<file path="src/rtl/ratio_div_pkg.sv">
package ratio_div_pkg;

    localparam int CODE_W   = 4;
    localparam int NUM_DOM  = 4;
    localparam int RATIO_W  = 6;
    localparam int FIELD_W  = CODE_W * NUM_DOM;
    localparam int CHG_BIT  = 22;
    localparam int HALF_BIT = 21;
    localparam int OE_BIT   = 30;

    typedef enum logic [1:0] {
        S_ONE  = 2'd0,
        S_RUN  = 2'd1,
        S_LAST = 2'd2
    } div_state_t;

    // Non-linear ratio set; codes past the table saturate at the top ratio.
    function automatic logic [RATIO_W-1:0] decode_ratio(input logic [CODE_W-1:0] code);
        logic [RATIO_W-1:0] r;
        unique case (code)
            4'd0:    r = 6'd1;
            4'd1:    r = 6'd2;
            4'd2:    r = 6'd3;
            4'd3:    r = 6'd4;
            4'd4:    r = 6'd6;
            4'd5:    r = 6'd8;
            4'd6:    r = 6'd12;
            4'd7:    r = 6'd16;
            4'd8:    r = 6'd24;
            default: r = 6'd32;
        endcase
        return r;
    endfunction

endpackage

</file>
<file path="src/rtl/ratio_ctrl_reg.sv">
module ratio_ctrl_reg
    import ratio_div_pkg::*;
#(
    parameter int DATA_W = 32
) (
    input  logic              clk,
    input  logic              rst,
    input  logic              wr_en,
    input  logic [DATA_W-1:0] wr_data,
    input  logic [DATA_W-1:0] wr_mask,
    output logic [DATA_W-1:0] reg_q
);

    logic [DATA_W-1:0] merged;

    always_comb begin
        merged = (reg_q & ~wr_mask) | (wr_data & wr_mask);
        if (!reg_q[CHG_BIT]) begin
            merged[FIELD_W-1:0] = reg_q[FIELD_W-1:0];
        end
    end

    always_ff @(posedge clk) begin
        if (rst) begin
            reg_q <= '0;
        end else if (wr_en) begin
            reg_q <= merged;
        end
    end

endmodule

</file>
<file path="src/rtl/ratio_gen.sv">
module ratio_gen
    import ratio_div_pkg::*;
(
    input  logic              clk,
    input  logic              rst,
    input  logic [CODE_W-1:0] code,
    output logic              en
);

    div_state_t         state, state_n;
    logic [RATIO_W-1:0] cnt, cnt_n;
    logic [RATIO_W-1:0] ratio;

    assign ratio = decode_ratio(code);

    always_ff @(posedge clk) begin
        if (rst) begin
            state <= S_ONE;
            cnt   <= '0;
        end else begin
            state <= state_n;
            cnt   <= cnt_n;
        end
    end

    always_comb begin
        state_n = state;
        cnt_n   = cnt;
        unique case (state)
            S_ONE, S_LAST: begin
                if (ratio == RATIO_W'(1)) begin
                    state_n = S_ONE;
                    cnt_n   = '0;
                end else begin
                    state_n = S_RUN;
                    cnt_n   = ratio - RATIO_W'(2);
                end
            end
            S_RUN: begin
                if (cnt == '0) begin
                    state_n = S_LAST;
                end else begin
                    cnt_n = cnt - RATIO_W'(1);
                end
            end
            default: begin
                state_n = S_ONE;
                cnt_n   = '0;
            end
        endcase
    end

    always_comb begin
        en = (state != S_RUN);
    end

endmodule

</file>
<file path="src/rtl/half_rate_gen.sv">
module half_rate_gen (
    input  logic clk,
    input  logic rst,
    input  logic half_sel,
    output logic strobe
);

    logic phase;

    always_ff @(posedge clk) begin
        if (rst) begin
            phase <= 1'b1;
        end else begin
            phase <= ~phase;
        end
    end

    always_comb begin
        strobe = half_sel ? phase : 1'b1;
    end

endmodule

</file>
<file path="src/rtl/ratio_clk_div.sv">
module ratio_clk_div
    import ratio_div_pkg::*;
#(
    parameter int DATA_W = 32
) (
    input  logic              clk,
    input  logic              rst,
    input  logic              wr_en,
    input  logic [DATA_W-1:0] wr_data,
    input  logic [DATA_W-1:0] wr_mask,
    output logic [DATA_W-1:0] rd_data,
    output logic              en_core,
    output logic              en_hbus,
    output logic              en_pbus,
    output logic              en_mem,
    output logic              mem_ck_out,
    output logic              half_en
);

    logic [DATA_W-1:0]  ctrl_q;
    logic [NUM_DOM-1:0] dom_en;

    ratio_ctrl_reg #(.DATA_W(DATA_W)) u_reg (
        .clk     (clk),
        .rst     (rst),
        .wr_en   (wr_en),
        .wr_data (wr_data),
        .wr_mask (wr_mask),
        .reg_q   (ctrl_q)
    );

    for (genvar d = 0; d < NUM_DOM; d++) begin : g_dom
        ratio_gen u_gen (
            .clk  (clk),
            .rst  (rst),
            .code (ctrl_q[d*CODE_W +: CODE_W]),
            .en   (dom_en[d])
        );
    end

    half_rate_gen u_half (
        .clk      (clk),
        .rst      (rst),
        .half_sel (ctrl_q[HALF_BIT]),
        .strobe   (half_en)
    );

    assign rd_data    = ctrl_q;
    assign en_core    = dom_en[0];
    assign en_hbus    = dom_en[1];
    assign en_pbus    = dom_en[2];
    assign en_mem     = dom_en[3];
    assign mem_ck_out = ctrl_q[OE_BIT] & dom_en[3];

endmodule

</file>
<file path="config.mk">
export PLATFORM = sky130hd
export DESIGN_NAME = ratio_clk_div
export DESIGN_NICKNAME = d
export VERILOG_FILES = /design/src/rtl/ratio_div_pkg.sv /design/src/rtl/ratio_ctrl_reg.sv /design/src/rtl/ratio_gen.sv /design/src/rtl/half_rate_gen.sv /design/src/rtl/ratio_clk_div.sv
export SDC_FILE = /design/constraint.sdc
export NUM_CORES = 1
export LEC_CHECK = 0
export BUFFER_PORTS_ARGS = -buffer_cell sky130_fd_sc_hd__buf_4
export CAP_MARGIN = 20
export CELL_PAD_IN_SITES_DETAIL_PLACEMENT = 0
export CELL_PAD_IN_SITES_GLOBAL_PLACEMENT = 1
export CORE_ASPECT_RATIO = 0.7
export CORE_MARGIN = 10
export CORE_UTILIZATION = 43
export CTS_CLUSTER_SIZE = 20
export DETAILED_ROUTE_END_ITERATION = 8
export PLACE_DENSITY = 0.9
export SYNTH_ARGS = -nofsm -noshare
export SYNTH_HDL_FRONTEND = slang
export SYNTH_SLANG_ARGS = --single-unit
</file>
<file path="constraint.sdc">
create_clock -name clk -period 4.6 [get_ports clk]
set_input_delay 0.46 -clock clk [delete_from_list [all_inputs] [get_ports clk]]
set_output_delay 0.46 -clock clk [all_outputs]
set_load 0.02 [all_outputs]
</file>
==> run_results.csv <==
group,metric,value,unit
status,status,"complete, no violations",
timing,hold_violations,0,
clock_tree,postCtsHoldBufs,0,
setup_path,cp.arrival,2860,ps
setup_path,crit_chain,"and2_1 -> nand3_1 -> a21oi_1 -> inv_1 -> ha_1 -> mux2i_1 -> nor2_1",
timing,clock_skew,5.840,ps
clock_tree,cts_tree,"built",
die,ios,105,
setup_path,r2r_cells,7,
synthesis,ys_ff_latch,89,
synthesis,yosys_warnings,0,
finish,final_common_cell,"buf_4",
global_routing,grt.total_usage,0.1471,
global_routing,grt_pass1_wl,18310,µm
route,routed_wirelength,10930,µm
synthesis,synth_ff_type,"dfxtp_1",
clock_tree,cts_setup_buffers,0,
timing,fin_tns_setup,0,ps
setup_path,path_class,"reg -> reg",
global_routing,gr-usage-met2,0.2337,
setup_path,cp_slowest_cell,"dfxtp_1",
timing,fmaxAchievable,379.1,MHz
global_routing,top_usage_layer,"met2",
setup_path,reg2reg_slack,1960,ps
finish,synthToLayoutAreaGrowth,25.49,%
synthesis,synth_edf_count,0,
pwr,p_int,1384,µW
synthesis,ys_types,50,
global_routing,antenna_found_initial,0,
pwr,p_clk_frac,0.380,
die,die-area,14850,µm²
worst_hold_path,worstHoldPathCells,3,
finish,layout_common_cells,"buf_4 (104), dfxtp_1 (89), nand2_1 (62), nand3_1 (41)",
clock_tree,cts_root_buf,"clkbuf_16",
setup_path,cp.depth,7,
global_routing,grt_max_degree,65,
synthesis,netlist_area,4438,µm²
clock_tree,post_cts_resized,0,
clock_tree,clock_tree.buffer_depth,2,
placement,place.gp.congestion,0.8795,
pwr,power,1879,µW
global_routing,met1_usage,0.1802,
synthesis,synthArstFlopShare,0,
pwr,comb_power_share,0.173,
worst_hold_path,hp-start,"wr_data[17]",
setup_path,crit_end,"g_dom[3].u_gen.ratio[1]",
die,std_cell_rows,30,
setup_path,start_kind,"flop",
route,first_iter_violations,255,
route,num_vias,3804,
setup_path,critPathBufInv,1,
setup_path,cp.required,4820,ps
pwr,p_per_area,337.4,nW/µm²
worst_hold_path,hp-class,"in -> reg",
synthesis,synth.avg_cell_area,8.912,µm²
clock_tree,cts_buffers,9,
die,start_util,0.4496,
placement,place_hpwl,8512,µm
global_routing,grt_pass1_vias,3779,
route,avgRoutedWirePerCell,14.97,µm
clock_tree,h-tree-depth,3,
synthesis,syn-num-nets,588,
route,via_per_inst,5.211,
finish,drive_above_1_share,0.2359,
placement,portBuffers,104,
timing,maxSlewViolCount,0,
setup_path,worstReg2RegEnd,"g_dom[3].u_gen.ratio[1]",
route,drt_pass1_iterations,4,
pwr,switching_share,0.2635,
finish,num_antenna_cells,0,
setup_path,crit_family,"simple AND/OR/NAND/NOR gates",
pwr,leakagePower,0.002276,µW
route,ant_nets,0,
pwr,vdd_drop_max,0.0001796,V
clock_tree,clk_latency,340,ps
job,maxCapViolCount,0,
global_routing,grt_use_met3,0.06106,
die,coreArea,9872,µm²
pwr,p_switching,495.1,µW
timing,setup_violations,0,
timing,worst_slew_pin_slew,733.1,ps
route,drc,0,
clock_tree,clk_pin_slew,60,ps
die,die_w,141.4,µm
setup_path,cpPeakStageDelay,760,ps
setup_path,cp-end-kind,"flop",
timing,min_period,2638,ps
synthesis,ys_seq_area_frac,0.4015,
finish,nets,687,
setup_path,crit_fanout,16,
synthesis,synthCells,498,
clock_tree,cts_sinks,89,
timing,rsz0062_at_grt,"false",
global_routing,grt_overflow,0,
timing,period_share,0.5734,
pwr,p_seq_frac,0.447,
die,die_h,105,µm
timing,max_slew_margin,0.5113,
-- Yosys cell counts (5+ instances only) --
master	n	area [µm²]
a211oi_1	5	37.54
a21o_1	6	45.04
a21oi_1	34	170.2
a22oi_1	10	75.07
a31oi_1	6	37.54
and2_1	6	37.54
buf_2	8	40.04
dfxtp_1	89	1782
ha_1	23	287.8
inv_1	30	112.6
mux2i_1	13	130.1
nand2_1	62	232.7
nand2b_1	15	93.84
nand3_1	41	205.2
nor2_1	34	127.6
nor3_1	15	75.07
nor3_2	5	50.05
nor3b_1	9	67.56
o22ai_1	5	31.28
xnor2_1	7	61.31
xor2_1	17	148.9
-- area by class of cell --
| cell class | count | area [µm²] |
|---|---|---|
| inverter | 30 | 112.6 |
| timing repair buffer | 104 | 780.7 |
| fill | 883 | 4303 |
| multi-input combinational | 363 | 2440 |
| tap | 128 | 160.2 |
| sequential | 89 | 1782 |
| clock inverter | 2 | 10.01 |
| clock buffer | 14 | 284.0 |
-- worst min path at each step --
stage,endpoint,slack [ps]
3_5_place_dp,u_half.phase,380
2_1_floorplan,u_half.phase,360
5_1_grt,flop,380
3_3_place_gp,u_half.phase,380
6_report,flop,380
4_1_cts,flop,380
-- metal layers --
layer | vias to the layer above | routed length [µm]
met1 | 1771 | 4983
met2 | 91 | 5038
met3 | 10 | 803
li1 | 1932 | -
met4 | 0 | 104
met5 | - | 0
-- kinds of logic after synthesis --
| group | after synthesis | share of synthesized area |
|---|---|---|
| xor+xnor | 24 | 0.04736 |
| buf+inv | 46 | 0.04877 |
| mux | 17 | 0.04962 |
| fa+ha+maj | 23 | 0.06484 |
| compound gates | 101 | 0.1627 |
| simple gates | 198 | 0.2253 |
| flops | 89 | 0.4015 |
-- power by group through the flow --
| stage | sequential (µW) | clock (µW) | combinational (µW) |
|---|---|---|---|
| after floorplan | 858 | 0 | 214 |
| after global placement | 855 | 0 | 319 |
| after detailed placement | 857 | 0 | 324 |
| after CTS | 840 | 721 | 327 |
| after global routing | 846 | 753 | 364 |
| final | 840 | 713 | 326 |
-- per-stage QoR --
stage	std cells	utilization	hold slack [ps]	area [µm²]	setup WS, ps
after detailed placement	714	0.5343	382.8	5275	1882
final	730	0.5641	382.1	5569	1962
after global placement	714	0.5343	375.4	5275	1981
after global routing	730	0.5641	380.1	5569	1757
after floorplan	498	-	364.7	4438	2729
after CTS	730	0.5641	377.1	5569	1965
-- worst min-delay path, delay by kind of cell --
family,cells,cell delay (ps)
AND/OR/NAND/NOR,1,50
AO/OA/AOI/OAI,1,50
buffers and inverters,1,110
Power figures use the tool's default switching activity.
